--- src/rtl/icm_pkg.sv ---
package icm_pkg;
  localparam int REG_AW = 3;

  typedef enum logic [REG_AW-1:0] {
    REG_CTL    = 3'd0,
    REG_CAUSE  = 3'd1,
    REG_MCAUSE = 3'd2,
    REG_CSET   = 3'd3,
    REG_MVAL   = 3'd4,
    REG_MSET   = 3'd5,
    REG_MCLR   = 3'd6,
    REG_NONE   = 3'd7
  } icm_reg_e;
endpackage

--- src/rtl/icm_decode.sv ---
module icm_decode
  import icm_pkg::*;
(
  input  logic              bus_sel,
  input  logic              bus_wr,
  input  logic [REG_AW-1:0] bus_addr,
  output logic              wr_ctl,
  output logic              wr_cause,
  output logic              wr_mcause,
  output logic              wr_cset,
  output logic              wr_mval,
  output logic              wr_mset,
  output logic              wr_mclr,
  output logic              rd_cause,
  output logic              rd_mcause,
  output logic              rd_zero
);
  icm_reg_e sel_reg;
  logic     do_wr, do_rd;

  always_comb begin
    sel_reg   = icm_reg_e'(bus_addr);
    do_wr     = bus_sel && bus_wr;
    do_rd     = bus_sel && !bus_wr;
    wr_ctl    = do_wr && (sel_reg == REG_CTL);
    wr_cause  = do_wr && (sel_reg == REG_CAUSE);
    wr_mcause = do_wr && (sel_reg == REG_MCAUSE);
    wr_cset   = do_wr && (sel_reg == REG_CSET);
    wr_mval   = do_wr && (sel_reg == REG_MVAL);
    wr_mset   = do_wr && (sel_reg == REG_MSET);
    wr_mclr   = do_wr && (sel_reg == REG_MCLR);
    rd_cause  = do_rd && (sel_reg == REG_CAUSE);
    rd_mcause = do_rd && (sel_reg == REG_MCAUSE);
    rd_zero   = do_rd && ((sel_reg == REG_CSET) || (sel_reg == REG_MSET) ||
                          (sel_reg == REG_MCLR) || (sel_reg == REG_NONE));
  end
endmodule

--- src/rtl/icm_ctrl_regs.sv ---
module icm_ctrl_regs #(
  parameter int NSRC = 32
) (
  input  logic            clk,
  input  logic            rst_n,
  input  logic            wr_ctl,
  input  logic            wr_mval,
  input  logic            wr_mset,
  input  logic            wr_mclr,
  input  logic [NSRC-1:0] wdata,
  output logic [NSRC-1:0] ctl_q,
  output logic [NSRC-1:0] mask_q
);
  function automatic logic [NSRC-1:0] mask_next(
    input logic [NSRC-1:0] cur, input logic [NSRC-1:0] d,
    input logic full, input logic set, input logic clr);
    logic [NSRC-1:0] m;
    m = full ? d : cur;
    if (set) m = m | d;
    if (clr) m = m & ~d;
    return m;
  endfunction

  always_ff @(posedge clk) begin
    if (!rst_n) begin
      ctl_q  <= '0;
      mask_q <= '0;
    end else begin
      if (wr_ctl) ctl_q <= wdata;
      mask_q <= mask_next(mask_q, wdata, wr_mval, wr_mset, wr_mclr);
    end
  end

  // set alias forces ones, clear alias forces zeros
  a_r8_mask_set: assert property (@(posedge clk) disable iff (!rst_n)
    wr_mset |=> ((mask_q & $past(wdata)) == $past(wdata)));
  a_r8_mask_clr: assert property (@(posedge clk) disable iff (!rst_n)
    wr_mclr |=> ((mask_q & $past(wdata)) == '0));
endmodule

--- src/rtl/icm_cause.sv ---
module icm_cause #(
  parameter int NSRC = 32
) (
  input  logic            clk,
  input  logic            rst_n,
  input  logic [NSRC-1:0] hw_event,
  input  logic [NSRC-1:0] ctl_q,
  input  logic [NSRC-1:0] mask_q,
  input  logic [NSRC-1:0] wdata,
  input  logic            wr_cause,
  input  logic            wr_mcause,
  input  logic            wr_cset,
  input  logic            rd_cause,
  input  logic            rd_mcause,
  output logic [NSRC-1:0] cause_q,
  output logic [NSRC-1:0] clr_bits,
  output logic [NSRC-1:0] set_bits
);
  function automatic logic [NSRC-1:0] clear_vec(
    input logic [NSRC-1:0] ctl, input logic [NSRC-1:0] msk,
    input logic [NSRC-1:0] d, input logic w_c, input logic w_m,
    input logic r_c, input logic r_m);
    logic [NSRC-1:0] c;
    c = '0;
    if (w_c) c = c | (d & ~ctl);
    if (w_m) c = c | (d & ~ctl & ~msk);
    if (r_c) c = c | ctl;
    if (r_m) c = c | (ctl & ~msk);
    return c;
  endfunction

  always_comb begin
    clr_bits = clear_vec(ctl_q, mask_q, wdata, wr_cause, wr_mcause, rd_cause, rd_mcause);
    set_bits = hw_event | (wr_cset ? wdata : '0);
  end

  for (genvar i = 0; i < NSRC; i++) begin : g_bit
    always_ff @(posedge clk) begin
      if (!rst_n)           cause_q[i] <= 1'b0;
      else if (set_bits[i]) cause_q[i] <= 1'b1;
      else if (clr_bits[i]) cause_q[i] <= 1'b0;
    end
  end

  // an event always leaves its bit set
  a_r9_event_wins: assert property (@(posedge clk) disable iff (!rst_n)
    (hw_event != '0) |=> ((cause_q & $past(hw_event)) == $past(hw_event)));
  // no bit rises without an event or a software set
  a_r5_no_spurious_set: assert property (@(posedge clk) disable iff (!rst_n)
    ((cause_q & ~$past(cause_q) & ~$past(set_bits)) == '0));
  // clear-on-read empties the clear-on-read bits absent events
  a_r4_cor_clears: assert property (@(posedge clk) disable iff (!rst_n)
    (rd_cause && hw_event == '0) |=> ((cause_q & $past(ctl_q)) == '0));
endmodule

--- src/rtl/icm_regbank.sv ---
module icm_regbank
  import icm_pkg::*;
#(
  parameter int NSRC = 32
) (
  input  logic              clk,
  input  logic              rst_n,
  input  logic              bus_sel,
  input  logic              bus_wr,
  input  logic [REG_AW-1:0] bus_addr,
  input  logic [NSRC-1:0]   bus_wdata,
  output logic [NSRC-1:0]   bus_rdata,
  input  logic [NSRC-1:0]   hw_event,
  output logic              irq_out
);
  logic wr_ctl, wr_cause, wr_mcause, wr_cset, wr_mval, wr_mset, wr_mclr;
  logic rd_cause, rd_mcause, rd_zero;
  logic [NSRC-1:0] ctl_q, mask_q, cause_q, clr_bits, set_bits;
  logic [NSRC-1:0] masked_view, rd_value;
  logic            rd_any;

  icm_decode u_dec (
    .bus_sel(bus_sel), .bus_wr(bus_wr), .bus_addr(bus_addr),
    .wr_ctl(wr_ctl), .wr_cause(wr_cause), .wr_mcause(wr_mcause),
    .wr_cset(wr_cset), .wr_mval(wr_mval), .wr_mset(wr_mset),
    .wr_mclr(wr_mclr), .rd_cause(rd_cause), .rd_mcause(rd_mcause),
    .rd_zero(rd_zero)
  );

  icm_ctrl_regs #(.NSRC(NSRC)) u_ctl (
    .clk(clk), .rst_n(rst_n), .wr_ctl(wr_ctl), .wr_mval(wr_mval),
    .wr_mset(wr_mset), .wr_mclr(wr_mclr), .wdata(bus_wdata),
    .ctl_q(ctl_q), .mask_q(mask_q)
  );

  icm_cause #(.NSRC(NSRC)) u_cause (
    .clk(clk), .rst_n(rst_n), .hw_event(hw_event), .ctl_q(ctl_q),
    .mask_q(mask_q), .wdata(bus_wdata), .wr_cause(wr_cause),
    .wr_mcause(wr_mcause), .wr_cset(wr_cset), .rd_cause(rd_cause),
    .rd_mcause(rd_mcause), .cause_q(cause_q), .clr_bits(clr_bits),
    .set_bits(set_bits)
  );

  always_comb begin
    masked_view = cause_q & ~mask_q;
    rd_any      = bus_sel && !bus_wr;
    rd_value    = '0;
    if (rd_any && !rd_zero) begin
      unique case (icm_reg_e'(bus_addr))
        REG_CTL:    rd_value = ctl_q;
        REG_CAUSE:  rd_value = cause_q;
        REG_MCAUSE: rd_value = masked_view;
        REG_MVAL:   rd_value = mask_q;
        default:    rd_value = '0;
      endcase
    end
  end

  always_ff @(posedge clk) begin
    if (!rst_n) begin
      bus_rdata <= '0;
      irq_out   <= 1'b0;
    end else begin
      bus_rdata <= rd_value;
      irq_out   <= |masked_view;
    end
  end

  // clear-on-read returns the value from before the clear
  a_r4_read_old: assert property (@(posedge clk) disable iff (!rst_n)
    rd_cause |=> (bus_rdata == $past(cause_q)));
  // write-only and unused registers read zero
  a_r11_wo_zero: assert property (@(posedge clk) disable iff (!rst_n)
    rd_zero |=> (bus_rdata == '0));
  // the interrupt only rises after an unmasked pending cause
  a_r10_irq_rise: assert property (@(posedge clk) disable iff (!rst_n)
    $rose(irq_out) |-> $past(masked_view != '0));
  a_r10_irq_fall: assert property (@(posedge clk) disable iff (!rst_n)
    $fell(irq_out) |-> $past(masked_view == '0));
  // masked-view accesses never clear masked bits
  a_r7_keep_masked: assert property (@(posedge clk) disable iff (!rst_n)
    (wr_mcause || rd_mcause) |=> ((cause_q & $past(cause_q & mask_q)) == $past(cause_q & mask_q)));
endmodule

--- config.mk ---
export PLATFORM = sky130hd
export DESIGN_NAME = icm_regbank
export DESIGN_NICKNAME = d
export VERILOG_FILES = /design/src/rtl/icm_pkg.sv /design/src/rtl/icm_decode.sv /design/src/rtl/icm_ctrl_regs.sv /design/src/rtl/icm_cause.sv /design/src/rtl/icm_regbank.sv
export SDC_FILE = /design/constraint.sdc
export NUM_CORES = 1
export LEC_CHECK = 0
export ABC_CLOCK_PERIOD_IN_PS = 2300
export BUFFER_PORTS_ARGS = -buffer_cell sky130_fd_sc_hd__buf_4
export CORE_MARGIN = 4
export CORE_UTILIZATION = 53
export CTS_CLUSTER_SIZE = 20
export DETAILED_ROUTE_END_ITERATION = 8
export PLACE_DENSITY = 0.87
export REMOVE_ABC_BUFFERS = 1
export SYNTH_ARGS = -nofsm -noshare
export SYNTH_HDL_FRONTEND = slang
export SYNTH_SLANG_ARGS = --single-unit
--- constraint.sdc ---
create_clock -name clk -period 2.3 [get_ports clk]
set_input_delay 0.345 -clock clk [delete_from_list [all_inputs] [get_ports clk]]
set_output_delay 0.345 -clock clk [all_outputs]
set_load 0.02 [all_outputs]
==> results of run 1 <==
where the power goes:
part | total [uW] | switching (uW) | internal, uW
logic | 593 | 339 | 253
registers | 2380 | 63.1 | 2310
clock network | 2680 | 952 | 1730
metal layers:
layer  global-route usage (%)  up-vias  routed length (um)
met5                        0        -                   0
met4                     12.8        0                 634
met3                     6.22       75                1920
met2                     48.1      374                9410
met1                     36.2     3077                7600
li1                         -     3076                   -
kinds of logic (layout without fill, tap and decap cells):
group,Yosys count,count (layout),share of synthesized area [%]
simple gates,331,331,27.3
compound gates,276,276,24.9
flops,129,129,41.0
buf+inv,98,194,6.56
fa+ha+maj,1,1,0.179
metrics by stage:
stage	area (sq um)	setup WS, ps
2_1_floorplan	6010	-506
3_3_place_gp	7200	429
3_5_place_dp	7200	376
4_1_cts	7780	768
5_1_grt	7780	659
6_report	7780	738
final cells by class:
cell class | instances | area share (%)
flip-flops and latches | 129 | 33.2
multi-input cells | 608 | 42.6
inverters | 33 | 1.59
well taps | 143 | 2.30
clock inverters | 5 | 0.965
clock buffers | 26 | 6.54
repair buffers | 130 | 12.9
worst max-delay path, delay by kind of cell:
family	cells	cell delay [ps]
and+or+nand+nor	2	720
buffers and inverters	2	380
AOI/OAI and AO/OA	2	390
state kept, by name (all words and copies together), names as in the netlist:
name / cells
u_ctl.ctl_q: 32
bus_rdata: 32
irq_out: 1
u_ctl.mask_q: 32
u_cause.cause_q: 32
synth_stat cells, types with 4 or more instances:
cell,count
nand3b_1,90
dfxtp_1,129
inv_1,32
clkbuf_1,53
buf_2,6
o22ai_1,45
nor4_1,4
o21ai_0,64
nor2b_1,35
a31oi_1,32
nand2_1,187
a21boi_0,27
a21oi_1,99
buf_6,5
how the worst max path moves through the flow:
| stage | from | endpoint | cells after the start |
|---|---|---|---|
| after floorplan | bus_addr[2] | u_cause.cause_q[1] | 4 |
| after global placement | bus_addr[1] | u_ctl.ctl_q[9] | 6 |
| after detailed placement | bus_addr[2] | u_ctl.mask_q[17] | 6 |
| after CTS | bus_addr[2] | u_ctl.mask_q[10] | 6 |
| after global routing | bus_addr[2] | u_ctl.mask_q[10] | 6 |
| final | bus_addr[2] | u_ctl.mask_q[10] | 6 |
==> results.json, run 1 <==
{
  "status": "completed",
  "holdPathStages": 3,
  "utilization_pct": 67.6,
  "numPortBuffers": 103,
  "grt_usage_pct": 28.9,
  "antenna_left": 0,
  "layoutNonFillerInstCount": 1074,
  "root_buffer": "clkbuf_16",
  "htree_levels": 4,
  "fin_skew_ps": 8.25,
  "slew_headroom_pct": 56.7,
  "ir_drop_mv": 0.439,
  "synth_top_flop_cell": "dfxtp_1",
  "die_area_sq_mm": 0.0137,
  "insertion_delay_ps": 420,
  "r2r_end": "irq_out",
  "post-route-period-util_pct": 67.9,
  "arrival_ps": 1840,
  "critical_path_class": "in -> reg",
  "cp-end-kind": "register",
  "ctsHoldBuffers": 0,
  "synth.avg_cell_area_sq_um": 7.54,
  "post_cts_resize_count": 0,
  "hold_viol_final": 0,
  "start_util_pct": 54.7,
  "num_antenna_cells": 0,
  "grt_pass1_vias": 6321,
  "synth_top_area_share_pct": 41.0,
  "final_nets": 990,
  "cts_buffers": 17,
  "fin_crit_ps": 1560,
  "p_leak_uw": 0.00280,
  "setup.worst_path.start_class": "input pin",
  "rsz0062_at_grt": "no",
  "setup_violations": 0,
  "drive_above_1_share_pct": 17.6,
  "hp-class": "in -> reg",
  "maxCapViolCount": 0,
  "rrSetupSlack_ps": 880,
  "antenna_found_initial": 0,
  "fmax_ghz": 0.640,
  "first_pass_iters": 6,
  "dr.first_iter.drc_count": 812,
  "holdWs_ps": 168,
  "chipHeight_um": 117,
  "dp_cells": 1043,
  "hold_end": "u_cause.cause_q[1]",
  "drt-total-wl_um": 19600,
  "power_density_mw_per_mm2": 726,
  "clkTransAtPathRegs_ps": 50,
  "dpl.hpwl_um": 11900,
  "synthArstFlopShare_pct": 0,
  "io_pins": 104,
  "ys_top_cells_by_area": "dfxtp_1, nand2_1, nand3b_1, a21oi_1, o21ai_0",
  "num_vias": 6602,
  "synth_area_sq_mm": 0.00630,
  "core_sq_mm": 0.0115,
  "avgViaCountPerCell": 6.15,
  "synth.largest_area_cell": "dfxtp_1",
  "cts_num_sinks": 129,
  "finalPower_uw": 5650,
  "synth_edf_count": 0,
  "min_from": "hw_event[1]",
  "synthCells": 835,
  "yosys_warnings": 0,
  "final_common_cell": "nand2_1",
  "critPathRequiredTime_ps": 2580,
  "critPathSlowestCell": "or2_2",
  "wl_per_cell_um": 18.2,
  "drv_slew": 0,
  "cts_tree": "yes",
  "post-route-drc-count": 0,
  "grt_max_degree": 98,
  "critical_path.reg2reg.startpoint": "u_ctl.mask_q[17]",
  "synthToLayoutAreaGrowth_pct": 23.6,
  "gr-total-overflow": 0,
  "grt_pass1_wl_um": 30900,
  "multi_input_area_sq_mm": 0.00331,
  "ys_ff_latch": 129,
  "die_x_um": 117,
  "final_cell_mix": "nand2_1, dfxtp_1, buf_4, a21oi_1, nand3b_1",
  "routabilityCongestion": 0.828,
  "cp_max_fo": 33,
  "setup_tns_ps": 0,
  "slowest_delay_ps": 570,
  "final-seq-area_sq_mm": 0.00258,
  "clock_path_buffers": 2,
  "cpMostUsedCell": "buf_4",
  "seq_area_frac_synth_pct": 41.0,
  "worst_pin_slew_ps": 650,
  "post_cts_buffers": 0,
  "r2r_cells": 3,
  "fillCellCount": 936,
  "row_count": 39,
  "cp_cell_sequence": "buf_4 > buf_4 > nand3_1 > or2_2 > o21ai_0 > a21oi_1",
  "synth_cell_types": 33
}
Note: power is estimated with default switching activity, not from simulation.
==> inputs of run 2 (changes only) <==
--- a/config.mk
+++ b/config.mk
@@ -5,7 +5,7 @@
 export SDC_FILE = /design/constraint.sdc
 export NUM_CORES = 1
 export LEC_CHECK = 0
-export ABC_CLOCK_PERIOD_IN_PS = 2300
+export ABC_CLOCK_PERIOD_IN_PS = 1450
 export BUFFER_PORTS_ARGS = -buffer_cell sky130_fd_sc_hd__buf_4
 export CORE_MARGIN = 4
 export CORE_UTILIZATION = 53
==> constraint.sdc (replaced) <==
create_clock -name clk -period 1.45 [get_ports clk]
set_input_delay 0.2175 -clock clk [delete_from_list [all_inputs] [get_ports clk]]
set_output_delay 0.2175 -clock clk [all_outputs]
set_load 0.02 [all_outputs]
==> run 2 against run 1 <==
  * Die area is the same
  * First-iteration DRC count up 1.1%
  * Combinational power up 65%
  * Setup slack got worse by 660 ps
  * Cell count is 1.6% higher
  * Count of clock-buffer cells in the layout up 1
  * Clock skew is 1.4 ps lower
  * Highest routed layer unchanged
==> results.json, run 2 (synthesized netlist as in run 1, its figures left out) <==
{
  "die_area_sq_mm": 0.0137,
  "htree_levels": 4,
  "root_buffer": "clkbuf_16",
  "post-route-period-util_pct": 94.9,
  "post-route-drc-count": 0,
  "cts_tree": "yes",
  "cp-end-kind": "register",
  "critical_path_class": "in -> reg",
  "antenna_left": 0,
  "post_cts_resize_count": 0,
  "grt_pass1_wl_um": 30600,
  "comb_power_share_pct": 10.9,
  "dp_slack_ps": -230,
  "use_met3_pct": 6.27,
  "avgViaCountPerCell": 6.02,
  "setup.worst_path.start_class": "input pin",
  "worst_pin_slew_ps": 441,
  "antenna_found_initial": 0,
  "hold_viol_final": 0,
  "ir_drop_mv": 0.894,
  "gr-usage-met2_pct": 48.2,
  "drt-total-wl_um": 19300,
  "ctsHoldBuffers": 0,
  "fin_skew_ps": 6.88,
  "cts_num_sinks": 129,
  "grt_pass1_vias": 6315,
  "post_cts_buffers": 0,
  "start_util_pct": 54.7,
  "fin_crit_ps": 1380,
  "setup_tns_ps": 0,
  "use_met1_pct": 35.1,
  "num_vias": 6572,
  "critPathRequiredTime_ps": 1730,
  "busiest_layer": "met2",
  "drv_slew": 0,
  "drive_above_1_share_pct": 19.4,
  "hp-class": "in -> reg",
  "final_cell_mix": "nand2_1, buf_4, dfxtp_1, a21oi_1, nand3b_1",
  "seqPwrFrac_pct": 41.9,
  "grt_usage_pct": 28.7,
  "num_antenna_cells": 0,
  "core_sq_mm": 0.0115,
  "clkPwrFrac_pct": 47.2,
  "layoutNonFillerInstCount": 1091,
  "synthToLayoutAreaGrowth_pct": 26.7,
  "final_common_cell": "nand2_1",
  "numPortBuffers": 103,
  "gr-total-overflow": 0,
  "routabilityCongestion": 0.846,
  "chipHeight_um": 117,
  "netSwitchingPower_uw": 2140,
  "finalPower_uw": 8990,
  "grt_max_degree": 98,
  "power_density_mw_per_mm2": 1130,
  "clkTransAtPathRegs_ps": 50,
  "die_x_um": 117,
  "cts_buffers": 17,
  "row_count": 39,
  "fmax_ghz": 0.727,
  "dr.first_iter.drc_count": 821,
  "first_pass_iters": 6,
  "dp_cells": 1061,
  "holdWs_ps": 39.5,
  "arrival_ps": 1660,
  "wl_per_cell_um": 17.7,
  "final_nets": 1008,
  "maxCapViolCount": 0,
  "p_sw_share_pct": 23.8,
  "status": "completed",
  "io_pins": 104,
  "insertion_delay_ps": 420,
  "rsz0062_at_grt": "no",
  "setup_violations": 0,
  "p_leak_uw": 0.00290,
  "dpl.hpwl_um": 12200,
  "postLayoutSetupSlackWorst_ps": 74.3,
  "clock_path_buffers": 2,
  "slew_headroom_pct": 70.6,
  "cp_max_fo": 20,
  "internal-power_uw": 6850
}
==> run 2: cell types whose count changed in the layout (fill, tap and decap cells not counted) <==
cell,delta
clkinvlp_4,+1
clkinv_2,-2
bufinv_16,-1
clkbuf_1,-3
clkbuf_8,+4
buf_4,+14
buf_12,+4
==> run 2: through the flow <==
| step | utilization [%] | cell area [sq um] |
|---|---|---|
| floorplan | - | 6010 |
| global placement | 64.1 | 7380 |
| detailed placement | 64.1 | 7380 |
| CTS | 69.3 | 7980 |
| global route | 69.3 | 7980 |
| finish | 69.3 | 7980 |
==> run 2: worst max-delay path: stages <==
cell	delay, ps
buf_4	90
buf_4	120
buf_4	210
nand3_1	120
or2_2	320
buf_4	200
o21ai_0	250
a21oi_1	110
==> run 2: area by class of cell <==
cell class	count	area (sq um)
flip-flops and latches	129	2580
fillers	897	3540
clock buffers	27	553
clock inverters	3	42.5
multi-input cells	608	3310
repair buffers	148	1190
inverters	33	124
well taps	143	179
==> run 2: path summary, 6_finish.rpt <==
check / start / end / slack [ps] / cells after the start
worst max-delay path: bus_addr[2] / u_ctl.mask_q[3] / 70 / 8
worst min-delay path: hw_event[1] / u_cause.cause_q[1] / 40 / 3
worst max register to register: u_ctl.mask_q[7] / irq_out / 150 / 3
worst min register to register: u_cause.cause_q[25] / u_cause.cause_q[25] / 470 / 2
==> run 2: power by group through the flow <==
stage                     registers (uW)  logic [uW]  clock network, uW
after detailed placement            3840         944                  0
after global placement              3840         922                  0
after floorplan                     3820         447                  0
after global routing                3780        1060               4420
after CTS                           3770         956               4260
final                               3770         976               4250
==> run 2: layer usage <==
metal / share of wire (%) / up-vias / routed length [um]
li1: - / 3110 / -
met5: 0 / - / 0
met4: 3.1 / 0 / 597
met1: 38 / 3011 / 7410
met2: 49 / 380 / 9390
met3: 9.9 / 71 / 1910
